--- src/rtl/strap_pkg.sv ---
package strap_pkg;

   // number of pins that carry a strap meaning
   localparam int PIN_MIN   = 16;

   // strap bit positions inside the pin bundle
   localparam int B_CFG_LO  = 0;
   localparam int B_CFG_W   = 3;
   localparam int B_DRV_C   = 3;
   localparam int B_DRV_A   = 4;
   localparam int B_SNOOP   = 5;
   localparam int B_WORD_N  = 6;
   localparam int B_STEST_N = 7;
   localparam int B_HIZ_N   = 8;
   localparam int B_X4      = 9;
   localparam int B_XFER    = 10;
   localparam int B_MBUS    = 11;
   localparam int B_DRV_D   = 12;
   localparam int B_PAR_N   = 13;
   localparam int B_CHK     = 14;
   localparam int B_FLUSH   = 15;

   typedef struct packed {
      logic [B_CFG_W-1:0] cfg_code;
      logic drv_core;
      logic drv_addr;
      logic drv_data;
      logic snoop_mode;
      logic weak_order;
      logic selftest_req;
      logic tristate_req;
      logic io_x4;
      logic xfer_sel;
      logic parity_mode;
      logic mbus_clocked;
      logic cfg_err;
   } strap_cfg_t;

endpackage

--- src/rtl/strap_capture.sv ---
module strap_capture #(
   parameter int W = 16
) (
   input  logic         clk,
   input  logic         rst,
   input  logic [W-1:0] pins_i,
   output logic [W-1:0] held_o
);

   // one sampling cell per strap pin; loads on every reset edge
   for (genvar i = 0; i < W; i++) begin : g_cell
      logic cell_q;
      always_ff @(posedge clk) begin
         if (rst) cell_q <= pins_i[i];
      end
      assign held_o[i] = cell_q;
   end

endmodule

--- src/rtl/strap_activity.sv ---
module strap_activity (
   input  logic clk,
   input  logic rst,
   input  logic live_i,
   input  logic pin_i,
   output logic toggled_o
);

   logic prev_q;
   logic tog_q;

   // live_i high on a reset edge marks the first sample of a new reset
   always_ff @(posedge clk) begin
      if (rst) begin
         prev_q <= pin_i;
         if (live_i) tog_q <= 1'b0;
         else        tog_q <= tog_q | (pin_i ^ prev_q);
      end
   end

   assign toggled_o = tog_q;

endmodule

--- src/rtl/strap_handover.sv ---
module strap_handover #(
   parameter int         N_PIN     = 16,
   parameter logic [N_PIN-1:0] INACT_LVL = '1,
   parameter bit         RUN_REG   = 1'b0
) (
   input  logic             clk,
   input  logic             rst,
   input  logic [N_PIN-1:0] pins_i,
   output logic             live_o,
   output logic [N_PIN-1:0] run_o
);

   logic live_q;

   always_ff @(posedge clk) begin
      live_q <= ~rst;
   end

   assign live_o = live_q;

   if (RUN_REG) begin : g_reg
      logic [N_PIN-1:0] run_q;
      always_ff @(posedge clk) begin
         if (rst) run_q <= INACT_LVL;
         else     run_q <= pins_i;
      end
      assign run_o = run_q;
   end else begin : g_comb
      assign run_o = live_q ? pins_i : INACT_LVL;
   end

endmodule

--- src/rtl/strap_decode.sv ---
module strap_decode
   import strap_pkg::*;
(
   input  logic [PIN_MIN-1:0] held_i,
   input  logic               toggled_i,
   output strap_cfg_t         cfg_o
);

   logic st_n;
   logic hz_n;

   assign st_n = held_i[B_STEST_N];
   assign hz_n = held_i[B_HIZ_N];

   always_comb begin
      cfg_o              = '0;
      cfg_o.cfg_code     = held_i[B_CFG_LO +: B_CFG_W];
      cfg_o.drv_core     = held_i[B_DRV_C];
      cfg_o.drv_addr     = held_i[B_DRV_A];
      cfg_o.drv_data     = held_i[B_DRV_D];
      cfg_o.snoop_mode   = held_i[B_SNOOP];
      cfg_o.weak_order   = ~held_i[B_WORD_N];
      cfg_o.selftest_req = ~st_n &  hz_n;
      cfg_o.tristate_req = ~st_n & ~hz_n;
      cfg_o.io_x4        = held_i[B_X4];
      cfg_o.xfer_sel     = held_i[B_XFER];
      cfg_o.parity_mode  = ~held_i[B_PAR_N];
      cfg_o.mbus_clocked = toggled_i | ~held_i[B_MBUS];
      cfg_o.cfg_err      = held_i[B_CHK] | ~held_i[B_FLUSH];
   end

endmodule

--- src/rtl/strap_sampler.sv ---
module strap_sampler
   import strap_pkg::*;
#(
   parameter int               N_PIN     = 16,
   parameter logic [N_PIN-1:0] INACT_LVL = 16'h7FFF,
   parameter bit               RUN_REG   = 1'b0
) (
   input  logic             clk,
   input  logic             rst,
   input  logic [N_PIN-1:0] pins_i,
   output logic [N_PIN-1:0] run_pins_o,
   output logic [2:0]       cfg_code,
   output logic             drv_core,
   output logic             drv_addr,
   output logic             drv_data,
   output logic             snoop_mode,
   output logic             weak_order,
   output logic             selftest_req,
   output logic             tristate_req,
   output logic             io_x4,
   output logic             xfer_sel,
   output logic             parity_mode,
   output logic             mbus_clocked,
   output logic             cfg_err
);

   if (N_PIN < PIN_MIN) begin : g_bad_width
      $error("strap_sampler: N_PIN below strap count");
   end

   logic [PIN_MIN-1:0] held;
   logic               live;
   logic               toggled;
   strap_cfg_t         cfg;

   strap_capture #(.W(PIN_MIN)) u_cap (
      .clk    (clk),
      .rst    (rst),
      .pins_i (pins_i[PIN_MIN-1:0]),
      .held_o (held)
   );

   strap_handover #(
      .N_PIN     (N_PIN),
      .INACT_LVL (INACT_LVL),
      .RUN_REG   (RUN_REG)
   ) u_hand (
      .clk    (clk),
      .rst    (rst),
      .pins_i (pins_i),
      .live_o (live),
      .run_o  (run_pins_o)
   );

   strap_activity u_act (
      .clk       (clk),
      .rst       (rst),
      .live_i    (live),
      .pin_i     (pins_i[B_MBUS]),
      .toggled_o (toggled)
   );

   strap_decode u_dec (
      .held_i    (held),
      .toggled_i (toggled),
      .cfg_o     (cfg)
   );

   assign cfg_code     = cfg.cfg_code;
   assign drv_core     = cfg.drv_core;
   assign drv_addr     = cfg.drv_addr;
   assign drv_data     = cfg.drv_data;
   assign snoop_mode   = cfg.snoop_mode;
   assign weak_order   = cfg.weak_order;
   assign selftest_req = cfg.selftest_req;
   assign tristate_req = cfg.tristate_req;
   assign io_x4        = cfg.io_x4;
   assign xfer_sel     = cfg.xfer_sel;
   assign parity_mode  = cfg.parity_mode;
   assign mbus_clocked = cfg.mbus_clocked;
   assign cfg_err      = cfg.cfg_err;

endmodule

--- config.mk ---
export PLATFORM = sky130hd
export DESIGN_NAME = strap_sampler
export DESIGN_NICKNAME = d
export VERILOG_FILES = /design/src/rtl/strap_pkg.sv /design/src/rtl/strap_capture.sv /design/src/rtl/strap_activity.sv /design/src/rtl/strap_handover.sv /design/src/rtl/strap_decode.sv /design/src/rtl/strap_sampler.sv
export SDC_FILE = /design/constraint.sdc
export NUM_CORES = 1
export LEC_CHECK = 0
export ABC_CLOCK_PERIOD_IN_PS = 1600
export CORE_MARGIN = 2
export CORE_UTILIZATION = 30
export DETAILED_ROUTE_END_ITERATION = 10
export GPL_TIMING_DRIVEN = 0
export SYNTH_ARGS = -nofsm -noshare
export SYNTH_HDL_FRONTEND = slang
export SYNTH_HIERARCHICAL = 1
export SYNTH_SLANG_ARGS = --single-unit
--- constraint.sdc ---
create_clock -name clk -period 1.6 [get_ports clk]
set_clock_uncertainty 0.2 [all_clocks]
set_input_delay 0.16 -clock clk [delete_from_list [all_inputs] [get_ports clk]]
set_output_delay 0.16 -clock clk [all_outputs]
set_load 0.05 [all_outputs]
# Yosys cells after proc, flatten, opt, wreduce, memory -nomap -nowiden
# Cells that the tools add are included.
dict set report word_totals {
  ff_bits 18
  out_inout_bits 31
  word_cells 32
}
dict set report op_classes {
  mux 1
  bitwise_logic 13
}
# cell count
set ops {}
lappend ops {{$mux 16} 1}
lappend ops {{$not 1->1} 7}
lappend ops {{$or 1x1->1} 3}
lappend ops {{$and 1x1->1} 2}
lappend ops {{$xor 1x1->1} 1}

# Depth between registers and ports, before layout
dict set report logic_depth {
  word_depth 2
  depth_mapped 2
}

# Hierarchy
# The synthesis kept the hierarchy.
# mod instances cells_each area_each_um2 seq_area_each_um2
set by_module_without_submodules {}
lappend by_module_without_submodules {strap_capture 1 32 600.6 480.5}
lappend by_module_without_submodules {strap_handover 1 19 138.9 20.0}
lappend by_module_without_submodules {strap_decode 1 15 105.1 0.0}
lappend by_module_without_submodules {strap_activity 1 5 77.6 60.1}

# Worst setup path after synthesis
# No wires, ideal clock.
dict set report synth_path {
  path_type {register to output}
  from {reg u_cap.g_cell[8].cell_q}
  to {out tristate_req}
  arrival_ns 1.132
  required_ns 1.240
  path_slack_ns 0.108
  path_stages_with_launch 3
  path_buffers 1
  cell_sequence {edfxtp_1 > buf_4 > nor2_1}
}
dict set report synth_via {
  elab_chain_cells 2
}
# element line
set synth_rtl {}
lappend synth_rtl {{start: declaration} strap_capture.sv:12} ;# logic cell_q;
lappend synth_rtl {{start signal: assignment} strap_capture.sv:14} ;# if (rst) cell_q <= pins_i[i];
lappend synth_rtl {{$not 1->1} strap_decode.sv:24} ;# cfg_o.tristate_req = ~st_n & ~hz_n;
lappend synth_rtl {{$and 1x1->1} strap_decode.sv:24}
lappend synth_rtl {{end: declaration} strap_sampler.sv:19} ;# output logic tristate_req,
# Every way passes these cells.

# Worst setup path after layout
dict set report layout_path {
  from {reg u_hand.live_q, in the netlist u_hand/live_o}
  to {out run_pins_o[12]}
}
dict set report layout_via {
  elab_chain_cells 1
}
# element line
set layout_rtl {}
lappend layout_rtl {{start: declaration} strap_handover.sv:13} ;# logic live_q;
lappend layout_rtl {{start signal: assignment} strap_handover.sv:16} ;# live_q <= ~rst;
lappend layout_rtl {{$mux 16} strap_handover.sv:29} ;# assign run_o = live_q ? pins_i : INACT_LVL;
lappend layout_rtl {{end: declaration} strap_sampler.sv:11} ;# output logic [N_PIN-1:0] run_pins_o,
# Every way passes these cells.

==> run_results.csv <==
group,metric,value,unit
status,outcome,"finished clean",
setup_path,crit_arrival,1170,ps
power_and_ir_drop,power,1230,uW
routing,wl,1660,um
clocking,numCtsBuffers,3,
layout,multiInputGateArea,151,um^2
routing,vias,619,
layout,seq_area,564,um^2
clocking,clk_latency,290,ps
setup_path,end_kind,"output pin",
timing,holdWs,239,ps
timing,setup_viol,0,
setup_path,path_max_fanout,10,
die,die-width,59.4,um
global_route,first_global_vias,628,
global_route,antenna_found_initial,0,
global_route,grt_pass1_wl,2710,um
yosys,synthesis.area,922,um^2
layout,drive_gt1_share,51.2,%
die,io_pins,49,
placed_design,place_hpwl,1290,um
timing,max_freq,0.654,GHz
routing,drtAntennaViolNets,0,
min_path,hp-class,"in -> reg",
timing,slew_headroom,44.4,%
die,coreArea,0.00298,mm^2
global_route,grt_max_degree,20,
timing,min_period,1530,ps
timing,hold_viol,0,
routing,drc,0,
timing,slew_viol_final,0,
layout,area_delta_synth_final,45.3,%
timing,worst_pin_slew,831,ps
setup_path,startpoint_type,"flop",
placed_design,post_dp_cell_area,0.00144,mm^2
setup_path,worstSetupPathType,"reg -> out",
routing,drtIter0Drc,12,
global_route,grt-ovfl-total,0,
die,row_count,20,
placed_design,port_buffers,48,
setup_path,ff2ff_path_depth,2,
yosys,ys_ff_latch,19,
setup_path,crit_chain,"clkbuf_8 -> nand2b_1 -> buf_2",
placed_design,dp_cells,152,
setup_path,crit_family,"buffers and inverters",
setup_path,path_buf_inv,2,
placed_design,place_congestion,0.628,
setup_path,cp.required,1240,ps
clocking,postCtsSetupBuffers,0,
clocking,cts_max_path_buffers,2,
routing,drt-pass1-iter-count,3,
setup_path,slowest_delay,380,ps
yosys,yosys.area.top_type,"edfxtp_1",
die,die_h,59.4,um
layout,fin_area,0.00134,mm^2
yosys,syn_inst,71,
setup_path,crit_slowest_cell,"dfxtp_4",
run,maxCapViolCount,0,
power_and_ir_drop,p_per_area,917,mW/mm^2
global_route,grtUsageTotal,10.6,%
power_and_ir_drop,peakVddDrop,0.000503,V
layout,nets,142,
power_and_ir_drop,p_leak,0.000595,uW
setup_path,crit_cells,3,
layout,final_cell_count_no_fill,156,
timing,rsz0062_at_grt,"no",
yosys,synth_fp_nets,89,
yosys,ys_types,12,
timing,post-route-period-util,95.6,%
min_path,min_path_cells,1,
clocking,htreeDepth,1,
layout,layout_commonest_cell,"buf_2",
yosys,synth_area_per_cell,13.0,um^2
yosys,synthTopCellsByArea,"edfxtp_1 59%, buf_4 20%, nand2b_1 7.5%, or2b_1 4.9%, dfxtp_1 2.2%",
yosys,synth-seq-area-share,60.8,%
clocking,cts.reportedPaths.clkPinSlew,110,ps
yosys,synth_top_area_share,58.6,%
layout,n_antenna_cell,0,
die,start_util,31.0,%
timing,fin_tns_setup,0,ps
clocking,cts_root_buf,"clkbuf_4",
layout,final_cell_mix,"27 x buf_2, 26 x buf_4, 18 x edfxtp_1",
clocking,cts.sinks,19,
routing,vias_per_cell,3.97,
layout,nFillCells,310,
die,dieArea,0.00353,mm^2
yosys,synth_warnings,6,
clocking,cts_tree,"built",
routing,routedWlPerCell,10.6,um
[worst reg2reg max path, cell delays in order, from the launching register on]
cell	delay, ps
edfxtp_1	390
xnor2_1	160
a21oi_1	80
[per-stage QoR]
stage          worst slack [ps]  util (%)
2_1_floorplan               108         -
3_3_place_gp               -367      48.5
3_5_place_dp               -374      48.5
4_1_cts                    1.27      45.5
5_1_grt                    5.02      45.0
6_report                   71.1      45.0
[synth_stat cells]
cell	n
edfxtp_1	18
dfxtp_1	1
nand2b_1	11
and2_1	1
clkbuf_4	1
nor2_1	1
inv_1	4
a21oi_1	1
buf_4	25
nor2b_4	1
or2b_1	6
xnor2_1	1
[layer usage]
layer  vias to the layer above  GRT usage (%)  share of wire [%]
met5                         -              0                  0
met4                         0           7.79                1.6
met3                         2           1.53                6.4
met2                        23           20.1                 57
met1                       288           10.1                 35
li1                        306              -                  -
[what timing repair did]
item | CTS | global route
gates cloned | 0 | 0
resized for setup | 151 | 12
setup endpoints to repair | 31 | 7
endpoints found under the hold margin | 0 | 0
hold buffers | 0 | 0
pin swaps | 0 | 0
[logic make-up (layout without fill, tap and decap cells)]
family,count (synthesis),after routing,synth area share [%]
DFF,19,19,60.8
xor gates and xnor gates,1,1,0.950
buffers and inverters,30,82,22.8
AOI/OAI and AO/OA,1,1,0.542
and+or+nand+nor,20,20,14.9
[final cells by class]
type,instances,share of cell area [%]
Sequential cell,19,42.1
Inverter,4,1.12
Tap cell,33,3.08
Multi-Input combinational cell,22,11.3
Buffer,26,15.0
Clock buffer,3,1.68
Timing Repair Buffer,48,25.3
Clock inverter,1,0.373
[final timing paths]
kind / start / slack (ps) / end
setup / recovery: u_hand/live_o$_DFF_P_ / 70 / run_pins_o[12]
hold / removal: pins_i[13] / 240 / u_cap/g_cell[13].cell_q$_DFFE_PP_
setup reg to reg: u_act/prev_q$_DFFE_PP_ / 530 / u_act/toggled_o$_SDFFCE_PP0P_
hold reg to reg: u_hand/live_o$_DFF_P_ / 390 / u_act/toggled_o$_SDFFCE_PP0P_
[sequential cells by signal, summed over array words and instances, names as in the netlist]
| signal | cells |
|---|---|
| u_act/prev_q | 1 |
| u_hand/live_o | 1 |
| u_act/toggled_o | 1 |
| u_cap/g_cell.cell_q | 16 |
[power by group]
part	switching, uW	internal, uW	total [uW]
combinational	245	152	397
sequential	11.7	586	597
clock	142	92.9	235
total	398	831	1230
(Power assumes the default switching activity.)
